<file path="src/rtl/io_latch_pkg.sv">
package io_latch_pkg;

    localparam int unsigned IOL_BUS_W       = 32;
    localparam int unsigned IOL_SYNC_STAGES = 2;

    typedef logic [IOL_BUS_W-1:0] bus_word_t;

endpackage

</file>
<file path="src/rtl/io_latch_sync.sv">
module io_latch_sync #(
    parameter int unsigned WIDTH  = 16,
    parameter int unsigned STAGES = 2
) (
    input  logic             clk,
    input  logic             rst_n,
    input  logic [WIDTH-1:0] async_i,
    output logic [WIDTH-1:0] sync_o
);

    typedef struct packed {
        logic [STAGES-1:0][WIDTH-1:0] pipe;
    } sync_state_t;

    sync_state_t state_d, state_q;

    always_comb begin
        state_d = state_q;
        state_d.pipe[0] = async_i;
        for (int i = 1; i < int'(STAGES); i++) begin
            state_d.pipe[i] = state_q.pipe[i-1];
        end
    end

    always_ff @(posedge clk or negedge rst_n) begin
        if (!rst_n) begin
            state_q <= '0;
        end else begin
            state_q <= state_d;
        end
    end

    assign sync_o = state_q.pipe[STAGES-1];

endmodule

</file>
<file path="src/rtl/io_latch_sticky.sv">
module io_latch_sticky #(
    parameter int unsigned WIDTH = 16
) (
    input  logic             clk,
    input  logic             rst_n,
    input  logic [WIDTH-1:0] level_i,
    input  logic             wr_stb_i,
    input  logic [WIDTH-1:0] clr_bits_i,
    output logic [WIDTH-1:0] sticky_o
);

    typedef struct packed {
        logic [WIDTH-1:0] flags;
    } sticky_state_t;

    sticky_state_t    state_d, state_q;
    logic [WIDTH-1:0] clr_mask;

    always_comb begin
        clr_mask = wr_stb_i ? clr_bits_i : '0;
        state_d  = state_q;
        // clear first, then OR in the set so a coinciding event survives
        state_d.flags = (state_q.flags & ~clr_mask) | level_i;
    end

    always_ff @(posedge clk or negedge rst_n) begin
        if (!rst_n) begin
            state_q <= '0;
        end else begin
            state_q <= state_d;
        end
    end

    assign sticky_o = state_q.flags;

    for (genvar g = 0; g < int'(WIDTH); g++) begin : g_chk
        assert_set_wins_R8 : assert property (@(posedge clk) disable iff (!rst_n)
            level_i[g] |=> sticky_o[g]);
        assert_flag_holds_R4 : assert property (@(posedge clk) disable iff (!rst_n)
            (sticky_o[g] && !(wr_stb_i && clr_bits_i[g])) |=> sticky_o[g]);
        assert_clear_takes_R5 : assert property (@(posedge clk) disable iff (!rst_n)
            (wr_stb_i && clr_bits_i[g] && !level_i[g]) |=> !sticky_o[g]);
        assert_no_spurious_R4 : assert property (@(posedge clk) disable iff (!rst_n)
            (!sticky_o[g] && !level_i[g]) |=> !sticky_o[g]);
    end

endmodule

</file>
<file path="src/rtl/io_latch_rdport.sv">
module io_latch_rdport #(
    parameter int unsigned DATA_W = 32,
    localparam int unsigned CH_W  = DATA_W / 2
) (
    input  logic              clk,
    input  logic              rst_n,
    input  logic              rd_stb_i,
    input  logic [CH_W-1:0]   live_i,
    input  logic [CH_W-1:0]   sticky_i,
    output logic [DATA_W-1:0] rdata_o
);

    typedef struct packed {
        logic [DATA_W-1:0] word;
    } rd_state_t;

    rd_state_t state_d, state_q;

    always_comb begin
        state_d = state_q;
        if (rd_stb_i) begin
            state_d.word = {sticky_i, live_i};
        end
    end

    always_ff @(posedge clk or negedge rst_n) begin
        if (!rst_n) begin
            state_q <= '0;
        end else begin
            state_q <= state_d;
        end
    end

    assign rdata_o = state_q.word;

    assert_read_capture_R2 : assert property (@(posedge clk) disable iff (!rst_n)
        rd_stb_i |=> (rdata_o == {$past(sticky_i), $past(live_i)}));
    assert_read_hold_R2 : assert property (@(posedge clk) disable iff (!rst_n)
        !rd_stb_i |=> $stable(rdata_o));

endmodule

</file>
<file path="src/rtl/io_latch_reg.sv">
module io_latch_reg #(
    parameter int unsigned DATA_W      = io_latch_pkg::IOL_BUS_W,
    parameter int unsigned SYNC_STAGES = io_latch_pkg::IOL_SYNC_STAGES
) (
    input  logic                  clk,
    input  logic                  rst_n,
    input  logic [DATA_W/2-1:0]   pins_i,
    input  logic                  rd_stb_i,
    input  logic                  wr_stb_i,
    input  logic [DATA_W-1:0]     wdata_i,
    output logic [DATA_W-1:0]     rdata_o
);

    localparam int unsigned CH_W = DATA_W / 2;

    logic [CH_W-1:0] live_lvl;
    logic [CH_W-1:0] sticky_flags;
    logic            unused_wdata_hi;

    // upper half of the write word carries no meaning
    assign unused_wdata_hi = ^wdata_i[DATA_W-1:CH_W];

    io_latch_sync #(
        .WIDTH  (CH_W),
        .STAGES (SYNC_STAGES)
    ) sync_i (
        .clk     (clk),
        .rst_n   (rst_n),
        .async_i (pins_i),
        .sync_o  (live_lvl)
    );

    io_latch_sticky #(
        .WIDTH (CH_W)
    ) sticky_i (
        .clk        (clk),
        .rst_n      (rst_n),
        .level_i    (live_lvl),
        .wr_stb_i   (wr_stb_i),
        .clr_bits_i (wdata_i[CH_W-1:0]),
        .sticky_o   (sticky_flags)
    );

    io_latch_rdport #(
        .DATA_W (DATA_W)
    ) rdport_i (
        .clk      (clk),
        .rst_n    (rst_n),
        .rd_stb_i (rd_stb_i),
        .live_i   (live_lvl),
        .sticky_i (sticky_flags),
        .rdata_o  (rdata_o)
    );

    assert_reset_clear_R1 : assert property (@(posedge clk)
        !rst_n |=> (rdata_o == '0 && sticky_flags == '0) || !rst_n);

endmodule

</file>
<file path="config.mk">
export PLATFORM = sky130hd
export DESIGN_NAME = io_latch_reg
export DESIGN_NICKNAME = d
export VERILOG_FILES = /design/src/rtl/io_latch_pkg.sv /design/src/rtl/io_latch_sync.sv /design/src/rtl/io_latch_sticky.sv /design/src/rtl/io_latch_rdport.sv /design/src/rtl/io_latch_reg.sv
export SDC_FILE = /design/constraint.sdc
export NUM_CORES = 1
export LEC_CHECK = 0
export ABC_AREA = 1
export ABC_CLOCK_PERIOD_IN_PS = 800
export BUFFER_PORTS_ARGS = -buffer_cell sky130_fd_sc_hd__buf_2
export CAP_MARGIN = 10
export CORE_MARGIN = 10
export CORE_UTILIZATION = 50
export DETAILED_ROUTE_END_ITERATION = 6
export PLACE_DENSITY = 0.78
export RECOVER_POWER = 25
export SYNTH_ARGS = -nofsm -noshare
export SYNTH_HDL_FRONTEND = slang
export SYNTH_HIERARCHICAL = 1
export SYNTH_SLANG_ARGS = --single-unit
</file>
<file path="constraint.sdc">
create_clock -name clk -period 0.8 [get_ports clk]
set_input_delay 0.2 -clock clk [delete_from_list [all_inputs] [get_ports clk]]
set_output_delay 0.2 -clock clk [all_outputs]
set_load 0.05 [all_outputs]
</file>
==> results of run 1 <==
[power groups by stage]
stage | logic (W) | registers [W] | clock network [W]
after floorplan | 0.000337 | 0.00511 | 0
final | 0.00165 | 0.00453 | 0.00308
after global routing | 0.00177 | 0.00456 | 0.00336
after CTS | 0.00167 | 0.00453 | 0.00316
after detailed placement | 0.00139 | 0.00457 | 0
after global placement | 0.00137 | 0.00455 | 0
[timing repair]
action	in CTS	in global routing
resized for setup	64	0
cloned	0	0
hold buffers	17	0
buffers inserted	3	0
setup endpoints to repair	32	33
hold endpoints to repair	96	0
[state kept, by name (all words and copies together), names as in the netlist]
register           flops
rdport_i/rdata_o      32
sticky_i/sticky_o     16
sync_i/state_d        16
sync_i/sync_o         16
[layer usage]
layer / GRT usage [%] / vias to the layer above
li1: - / 949
met1: 16.3 / 882
met2: 24.3 / 55
met3: 4.20 / 10
met4: 7.48 / 0
met5: 0 / -
[cells in the final DEF (no fill, tap or decap), types with 9 or more instances in the layout]
cell type and instances:
dfrtp_2 32, buf_4 14, nand2_1 127, inv_1 16
dlygate4sd3_1 17, clkbuf_8 9, nand2_2 17, buf_2 34
dfrtp_1 48, buf_6 32
[stage by stage]
stage	hold WS (ns)	area [sq um]	util, %	instances	total power [W]
after floorplan	-0.0956	2820	-	250	0.00545
after global placement	0.0711	3330	61.2	397	0.00591
final	0.102	3920	72.1	433	0.00925
after global routing	0.102	3920	72.1	433	0.00969
after CTS	0.0872	3930	72.2	433	0.00936
after detailed placement	0.0724	3330	61.2	397	0.00596
[path summary, 6_finish.rpt]
kind	startpoint	endpoint	slack, ns	depth (start not counted)
min reg2reg	sync_i/state_d[26]	sync_i/sync_o[10]	0.35	0
max reg2reg	rdport_i/rdata_o[1]	rdport_i/rdata_o[1]	-0.08	4
max	rdport_i/rdata_o[7]	rdata_o[7]	-0.31	1
max in group asynchronous	rst_n	rdport_i/rdata_o[25]	-0.06	3
min in group asynchronous	rst_n	sync_i/state_d[22]	0.33	2
min	wdata_i[7]	sticky_i/sticky_o[7]	0.10	4
[area by class of cell]
class / count / area (sq um) / share of cell area (%)
Clock buffer: 12 / 135 / 3.44
Clock inverter: 4 / 70.1 / 1.79
Tap cell: 72 / 90.1 / 2.30
Multi-Input combinational cell: 144 / 583 / 14.9
Timing Repair Buffer: 104 / 931 / 23.7
Sequential cell: 80 / 2040 / 52.1
Inverter: 17 / 71.3 / 1.82
[logic make-up (layout without fill, tap and decap cells)]
logic type | count (synthesis) | after routing
flops | 80 | 80
buf+inv | 26 | 137
simple gates | 144 | 144
==> impl_metrics.py, run 1 <==
metrics = {
    "routing": {
        "drt_iter0_markers": 74,
        "final_antenna_net_count": 0,
        "dr_wl_met2_mm": 2.90,
        "route.met3.wl_um": 377,
        "drt_wl_total_mm": 5.80,
        "wl_per_cell_um": 13.4,
        "top_layer_used": "met4",
        "detail_route.vias_per_cell": 4.38,
        "vias": 1896,
        "met1_length_mm": 2.41,
        "drc": 0,
        "drt-pass1-iter-count": 4,
    },
    "synth": {
        "synthMuxAreaShare_pct": 0,
        "syn_nets": 302,
        "async_reset_ff_share_pct": 100,
        "synth-simple-area-share_pct": 21.0,
        "synthTopCellsByArea": "dfrtp_1, nand2_1, nand2_2",
        "synthTopCellsByCount": "nand2_1, dfrtp_1, nand2_2",
        "syn_area_per_cell_sq_um": 11.1,
        "ys.flop_type": "dfrtp_1",
        "synth_warnings": 6,
        "netlist_instances": 250,
        "mappedNetlistArea_sq_um": 2780,
        "synth_edf_count": 0,
        "synth_cell_type_count": 8,
        "synth_most_common_cell": "nand2_1",
        "yosys.area.top_type": "dfrtp_1",
        "synth-seq-cells": 80,
        "seq_area_frac_synth_pct": 71.9,
        "yosys.area.top_type_share_pct": 71.9,
        "synth_top_family_by_area": "simple AND/OR/NAND/NOR gates",
        "synth_compound_area_share_pct": 0,
        "synth_fa_ha_area_share_pct": 0,
        "synth_xor_area_share_pct": 0,
    },
    "run_status": {
        "status": "finished, violations left",
        "violations": "setup timing",
    },
    "floorplanning": {
        "initial_core_util_pct": 51.2,
        "die_area_sq_um": 8950,
        "core.rowCount": 27,
        "ios": 84,
        "coreArea_sq_um": 5440,
        "die_h_um": 94.6,
        "die_w_um": 94.6,
    },
    "job": {
        "cap_violations": 0,
    },
    "pwr": {
        "leakagePower_nw": 2.03,
        "ir_drop_mv": 1.74,
        "clkPwrFrac_pct": 33.3,
        "intPower_w": 0.00676,
        "seqPwrFrac_pct": 48.9,
        "power_density_nw_per_um2": 2360,
        "power.switching_w": 0.00249,
        "switching_share_pct": 26.9,
        "combPwrFrac_pct": 17.8,
    },
    "sta": {
        "period_share_pct": 139,
        "setup_tns_ns": -11.10,
        "setup_viol": 66,
        "post-route-min-period_ns": 1.11,
        "fin_ws_ns": -0.311,
        "finalHoldViolations": 0,
        "worst_pin_slew_ns": 0.413,
        "slew_headroom_pct": 72.5,
        "rsz0062_at_grt": "yes",
        "skew_ns": 0.0141,
        "slew_viol_final": 0,
        "max_freq_mhz": 900,
    },
    "worst_setup_path": {
        "cp-start-kind": "flip-flop",
        "arrival_ns": 0.91,
        "cp-end-kind": "output port",
        "slowest_stage": "dfrtp_2",
        "cp_num_buf_inv": 1,
        "critPathRequiredTime_ns": 0.60,
        "cpPeakStageDelay_ns": 0.42,
        "worstPathMaxFanout": 2,
        "cpLargestDelayFamily": "flip-flops",
        "cp_cell_sequence": "buf_6",
        "setup.worst_path.class": "flip-flop to output port",
    },
    "clocking": {
        "clock_sinks": 80,
        "clock_path_buffers": 2,
        "cts-buffers-inserted": 9,
        "clk_latency_ns": 0.34,
        "h-tree-depth": 3,
        "cts_root_buffer": "clkbuf_8",
        "cts_tree": "yes",
        "clkTransAtPathRegs_ns": 0.08,
    },
    "global_routing": {
        "grt_pass1_vias": 2121,
        "grt_start_max_net_pins": 34,
        "antenna_found_initial": 0,
        "track_usage_pct": 14.4,
        "grt_overflow": 0,
        "grt_pass1_wl_mm": 9.96,
    },
    "min_path": {
        "hold_class": "primary input to flip-flop",
    },
    "final_layout": {
        "area_growth_pct": 41.0,
        "num-nets-final": 408,
        "drive_gt1_share_pct": 41.6,
        "diodes": 0,
        "nFillCells": 394,
    },
    "placement": {
        "dp_hpwl_mm": 3.83,
        "gp_congestion": 0.681,
        "post-place-ws_ns": -0.0243,
        "port_buffers": 67,
    },
}
(Power assumes the default switching activity.)
==> run 2: changes to the inputs <==
Settings changed: RECOVER_POWER 25 to unset.
==> run 2 against run 1 <==
  * The run still ends with setup timing left
  * First-iteration DRC count did not move
  * Power barely moved
  * Sequential share of layout area barely moved
  * Sequential cell count did not move
  * Combinational power barely moved
  * Design area barely moved
  * Worst setup slack barely moved
  * Critical path depth did not move
  * Clock skew barely moved
  * Sequential power barely moved
  * Wire length rose by 0.29%
  * Cell count did not move
  * Critical endpoint unchanged
  * Largest cell class unchanged
==> impl_metrics.py, run 2 (synthesized netlist as in run 1, its figures left out) <==
metrics = {
    "global_routing": {
        "gr-max-usage-layer": "met2",
        "antenna_found_initial": 0,
        "grt_pass1_vias": 2121,
        "grt_pass1_wl_mm": 9.96,
        "grt_start_max_net_pins": 34,
        "gr-usage-met1_pct": 16.3,
        "track_usage_pct": 14.4,
        "met3_usage_pct": 4.20,
        "use_met2_pct": 24.3,
        "grt_overflow": 0,
    },
    "sta": {
        "period_share_pct": 139,
        "post-route-min-period_ns": 1.11,
        "worst_pin_slew_ns": 0.222,
        "fin_ws_ns": -0.311,
        "slew_headroom_pct": 85.2,
        "max_freq_mhz": 900,
        "rsz0062_at_grt": "yes",
        "setup_viol": 33,
        "finalHoldViolations": 0,
        "skew_ns": 0.0140,
        "whs_ns": 0.102,
        "slew_viol_final": 0,
    },
    "routing": {
        "drt-pass1-iter-count": 4,
        "vias": 1897,
        "drt_wl_total_mm": 5.82,
        "drc": 0,
        "wl_per_cell_um": 13.4,
        "drt_iter0_markers": 74,
        "detail_route.vias_per_cell": 4.38,
        "final_antenna_net_count": 0,
    },
    "clocking": {
        "clock_path_buffers": 2,
        "h-tree-depth": 3,
        "cts_tree": "yes",
        "clock_sinks": 80,
        "clkTransAtPathRegs_ns": 0.08,
        "cts-buffers-inserted": 9,
        "cts_root_buffer": "clkbuf_8",
        "clk_latency_ns": 0.34,
    },
    "worst_setup_path": {
        "cp-start-kind": "flip-flop",
        "cpLargestDelayFamily": "flip-flops",
        "critPathRequiredTime_ns": 0.60,
        "setup.worst_path.class": "flip-flop to output port",
        "cpPeakStageDelay_ns": 0.42,
        "rr_startpoint": "rdport_i/rdata_o[1]",
        "worstPathMaxFanout": 2,
        "arrival_ns": 0.91,
        "startpoint": "rdport_i/rdata_o[7]",
        "cp_num_buf_inv": 1,
        "slowest_stage": "dfrtp_2",
        "cp_cell_sequence": "buf_6",
        "cp-end-kind": "output port",
    },
    "final_layout": {
        "multiInputGateArea_sq_um": 583,
        "diodes": 0,
        "layout_commonest_cell": "nand2_1",
        "area_growth_pct": 41.1,
        "design_area_sq_um": 3930,
        "postLayoutCoreUtil_pct": 72.2,
        "register_area_sq_um": 2040,
        "largest_reg_flops": 32,
        "drive_gt1_share_pct": 41.6,
        "num-nets-final": 408,
        "nFillCells": 393,
        "final_cell_mix": "nand2_1, dfrtp_1, buf_2, buf_6, dfrtp_2",
    },
    "floorplanning": {
        "die_area_sq_um": 8950,
        "core.rowCount": 27,
        "die_w_um": 94.6,
        "coreArea_sq_um": 5440,
        "initial_core_util_pct": 51.2,
        "die_h_um": 94.6,
        "ios": 84,
    },
    "pwr": {
        "p_total_w": 0.00926,
        "power_density_nw_per_um2": 2360,
        "leakagePower_nw": 2.03,
        "ir_drop_mv": 1.74,
    },
    "job": {
        "cap_violations": 0,
    },
    "placement": {
        "post-place-ws_ns": -0.0243,
        "dp_hpwl_mm": 3.83,
        "port_buffers": 67,
        "gp_congestion": 0.681,
        "placed_cell_area_sq_um": 3330,
    },
    "run_status": {
        "status": "finished, violations left",
        "violations": "setup timing",
    },
    "min_path": {
        "hold_class": "primary input to flip-flop",
        "hold_start": "wdata_i[7]",
    },
}
-- run 2: cell types whose count changed in the layout (fill, tap and decap cells not counted) --
| cell | delta |
|---|---|
| buf_4 | +1 |
| clkbuf_2 | -1 |
-- run 2: final cells by class --
type                       count  area share, %
sequential                    80           52.0
timing repair buffer         104           23.8
multi-input combinational    144           14.9
clock buffer                  12           3.44
tap                           72           2.30
inverter                      17           1.82
clock inverter                 4           1.79
-- run 2: path summary, 6_finish.rpt --
path	to	slack (ns)	cells past startpoint
hold reg to reg	sync_i/sync_o[10]	0.35	0
min in group asynchronous	sync_i/state_d[22]	0.26	2
hold / removal	sticky_i/sticky_o[7]	0.10	4
setup reg to reg	rdport_i/rdata_o[1]	-0.08	4
setup / recovery	rdata_o[7]	-0.31	1
max in group asynchronous	rdport_i/rdata_o[25]	0.08	3
-- run 2: power by group --
group          switching (W)  internal (W)  total, W
sequential          0.000171       0.00436   0.00453
clock                0.00133       0.00175   0.00308
combinational       0.000991      0.000657   0.00165
total                0.00249       0.00677   0.00926
-- run 2: repair_timing --
| item | 4_1_cts | 5_1_grt |
|---|---|---|
| hold endpoints to repair | 96 | 0 |
| gates resized for setup | 64 | 0 |
| buffers inserted | 3 | 0 |
| hold buffers | 17 | 0 |
| endpoints found under the setup margin | 32 | 33 |
-- run 2: metrics by stage --
step	setup TNS (ns)	cells
after global routing	-10.87	433
after detailed placement	-0.104	397
final	-9.65	433
after global placement	-0.00779	397
after CTS	-10.32	433
after floorplan	0	250
-- run 2: per-layer routing --
layer / wire length (um) / vias to the layer above
li1: - / 948
met1: 2430 / 884
met2: 2910 / 55
met3: 374 / 10
met4: 108 / 0
met5: 0 / -
==> run 3: changes to the inputs <==
Settings changed: GPL_TIMING_DRIVEN set to 0, MAX_ROUTING_LAYER set to met4, SYNTH_HIERARCHICAL 1 to unset.
==> run 3 against run 2 <==
  * The run ends with hold timing, setup timing left
  * Sequential share of layout area up 0.50 points
  * Via count fell by 2.8%
  * Clock-buffer cell count increased by 1
  * Sequential power hardly changed
  * Register-to-register slack better by 0.12 ns
  * Worst hold slack lost 0.28 ns
  * Maximum frequency is 1.1% lower
  * Sequential cell count unchanged
  * Critical path depth did not move
  * Power decreased by 2.3%
  * Critical path type unchanged
  * Critical endpoint is now rdata_o[1]
  * Largest power group unchanged
==> impl_metrics.py, run 3 <==
metrics = {
    "worst_setup_path": {
        "r2r_slack_ns": 0.04,
        "critPathRequiredTime_ns": 0.60,
        "cp_cell_sequence": "buf_6",
        "rr_startpoint": "rdport_i.rdata_o[13]",
        "arrival_ns": 0.92,
        "setup.worst_path.class": "flip-flop to output port",
        "cpPeakStageDelay_ns": 0.42,
        "worstPathMaxFanout": 2,
        "cp-start-kind": "flip-flop",
        "cp-end-kind": "output port",
        "cp_num_buf_inv": 1,
        "cpLargestDelayFamily": "flip-flops",
        "startpoint": "rdport_i.rdata_o[1]",
        "slowest_stage": "dfrtp_2",
    },
    "clocking": {
        "cts_tree": "yes",
        "cts-buffers-inserted": 9,
        "h-tree-depth": 3,
        "clock_path_buffers": 2,
        "clkTransAtPathRegs_ns": 0.08,
        "clock_sinks": 80,
        "hold_buffers": 16,
        "clk_latency_ns": 0.35,
        "cts_root_buffer": "clkbuf_8",
    },
    "sta": {
        "post-route-min-period_ns": 1.12,
        "period_share_pct": 140,
        "worst_pin_slew_ns": 0.498,
        "skew_ns": 0.0101,
        "fin_ws_ns": -0.322,
        "max_freq_mhz": 891,
        "rsz0062_at_grt": "yes",
        "whs_ns": -0.182,
        "slew_headroom_pct": 66.8,
        "finalHoldViolations": 39,
        "slew_viol_final": 0,
        "setup_viol": 32,
    },
    "min_path": {
        "hold_class": "primary input to async pin",
    },
    "run_status": {
        "violations": "hold timing, setup timing",
        "status": "finished, violations left",
    },
    "synth": {
        "synthMuxAreaShare_pct": 0,
        "syn_nets": 301,
        "synthTopCellsByArea": "dfrtp_1, nand2_1, o21ai_2",
        "synth_compound_area_share_pct": 8.69,
        "synth_edf_count": 0,
        "synth_xor_area_share_pct": 0,
        "synth_top_family_by_area": "simple AND/OR/NAND/NOR gates",
        "synth-simple-area-share_pct": 10.6,
        "syn_area_per_cell_sq_um": 11.4,
        "synth-seq-cells": 80,
        "async_reset_ff_share_pct": 100,
        "netlist_instances": 249,
        "synth_cell_type_count": 9,
        "synth_fa_ha_area_share_pct": 0,
        "synth_warnings": 0,
        "yosys.area.top_type": "dfrtp_1",
        "mappedNetlistArea_sq_um": 2840,
        "ys.flop_type": "dfrtp_1",
        "yosys.area.top_type_share_pct": 70.6,
        "synthTopCellsByCount": "dfrtp_1, nand2_1, inv_1",
        "seq_area_frac_synth_pct": 70.6,
    },
    "job": {
        "cap_violations": 0,
    },
    "floorplanning": {
        "die_w_um": 95.3,
        "die_area_sq_um": 9080,
        "ios": 84,
        "core.rowCount": 27,
        "coreArea_sq_um": 5510,
        "die_h_um": 95.3,
        "initial_core_util_pct": 51.5,
    },
    "placement": {
        "port_buffers": 65,
        "place_inst": 387,
        "gp_congestion": 0.742,
        "dp_hpwl_mm": 4.10,
    },
    "global_routing": {
        "grt_pass1_vias": 2024,
        "grt_start_max_net_pins": 42,
        "grt_pass1_wl_mm": 9.71,
        "antenna_found_initial": 0,
        "grt_overflow": 0,
        "track_usage_pct": 14.7,
    },
    "routing": {
        "detail_route.vias_per_cell": 4.37,
        "drt_iter0_markers": 78,
        "vias": 1844,
        "drt-pass1-iter-count": 4,
        "wl_per_cell_um": 14.2,
        "drt_wl_total_mm": 5.98,
        "drc": 0,
        "final_antenna_net_count": 0,
    },
    "pwr": {
        "power_density_nw_per_um2": 2330,
        "ir_drop_mv": 1.78,
        "leakagePower_nw": 1.99,
    },
    "final_layout": {
        "largest_reg_flops": 32,
        "layout_commonest_cell": "nand2_1",
        "area_growth_pct": 37.1,
        "final_cell_mix": "nand2_1, inv_1, dfrtp_1, buf_6",
        "drive_gt1_share_pct": 41.7,
        "final_cells": 422,
        "diodes": 0,
        "num-nets-final": 397,
    },
}
[run 3: kinds of logic after synthesis]
kind of cell           after synthesis
AO/OA/AOI/OAI                       32
buffers and inverters               57
flip-flops                          80
AND/OR/NAND/NOR                     80
[run 3: worst paths after layout]
| path | cells after the start | end |
|---|---|---|
| min reg2reg | 0 | sync_i.sync_o[8] |
| min | 1 | sync_i.state_d[17] |
| min in group clk | 4 | sticky_i.sticky_o[10] |
| max reg2reg | 3 | rdport_i.rdata_o[13] |
| max | 1 | rdata_o[1] |
| max in group asynchronous | 2 | rdport_i.rdata_o[13] |
[run 3: cell type report]
type / count / area, sq um
Buffer: 9 / 106
Clock buffer: 13 / 149
Clock inverter: 3 / 42.5
Fill cell: 407 / 1620
Inverter: 48 / 180
Multi-Input combinational cell: 112 / 547
Sequential cell: 80 / 2040
Tap cell: 72 / 90.1
Timing Repair Buffer: 85 / 731
[run 3: routing by layer]
layer | vias up | wire length [um] | GRT usage (%)
met1 | 861 | 2420 | 16.3
met5 | - | 0 | -
li1 | 930 | - | -
met3 | 8 | 316 | 4.16
met2 | 45 | 3130 | 24.0
met4 | 0 | 111 | 7.11
[run 3: report_power, final]
part           internal, W  leakage, nW  switching, W
clock network      0.00153       0.0936       0.00136
logic             0.000618         1.02       0.00101
registers          0.00436        0.876      0.000173
[run 3: timing repair]
action	in CTS	in global routing
endpoints found under the hold margin	55	39
buffers inserted	1	2
setup endpoints to repair	32	32
gates resized for setup	64	0
gates cloned	0	0
[run 3: metrics by stage]
step	setup TNS (ns)	utilization, %	power, W	setup WS (ns)	area (sq um)
after floorplan	0	-	0.00549	0.0419	2880
after global placement	-83.49	59.8	0.00589	-1.13	3290
after detailed placement	-0.421	60.2	0.00594	-0.0205	3310
after CTS	-10.47	70.3	0.00914	-0.337	3870
after global routing	-11.11	70.6	0.00947	-0.369	3890
final	-9.92	70.6	0.00904	-0.322	3890
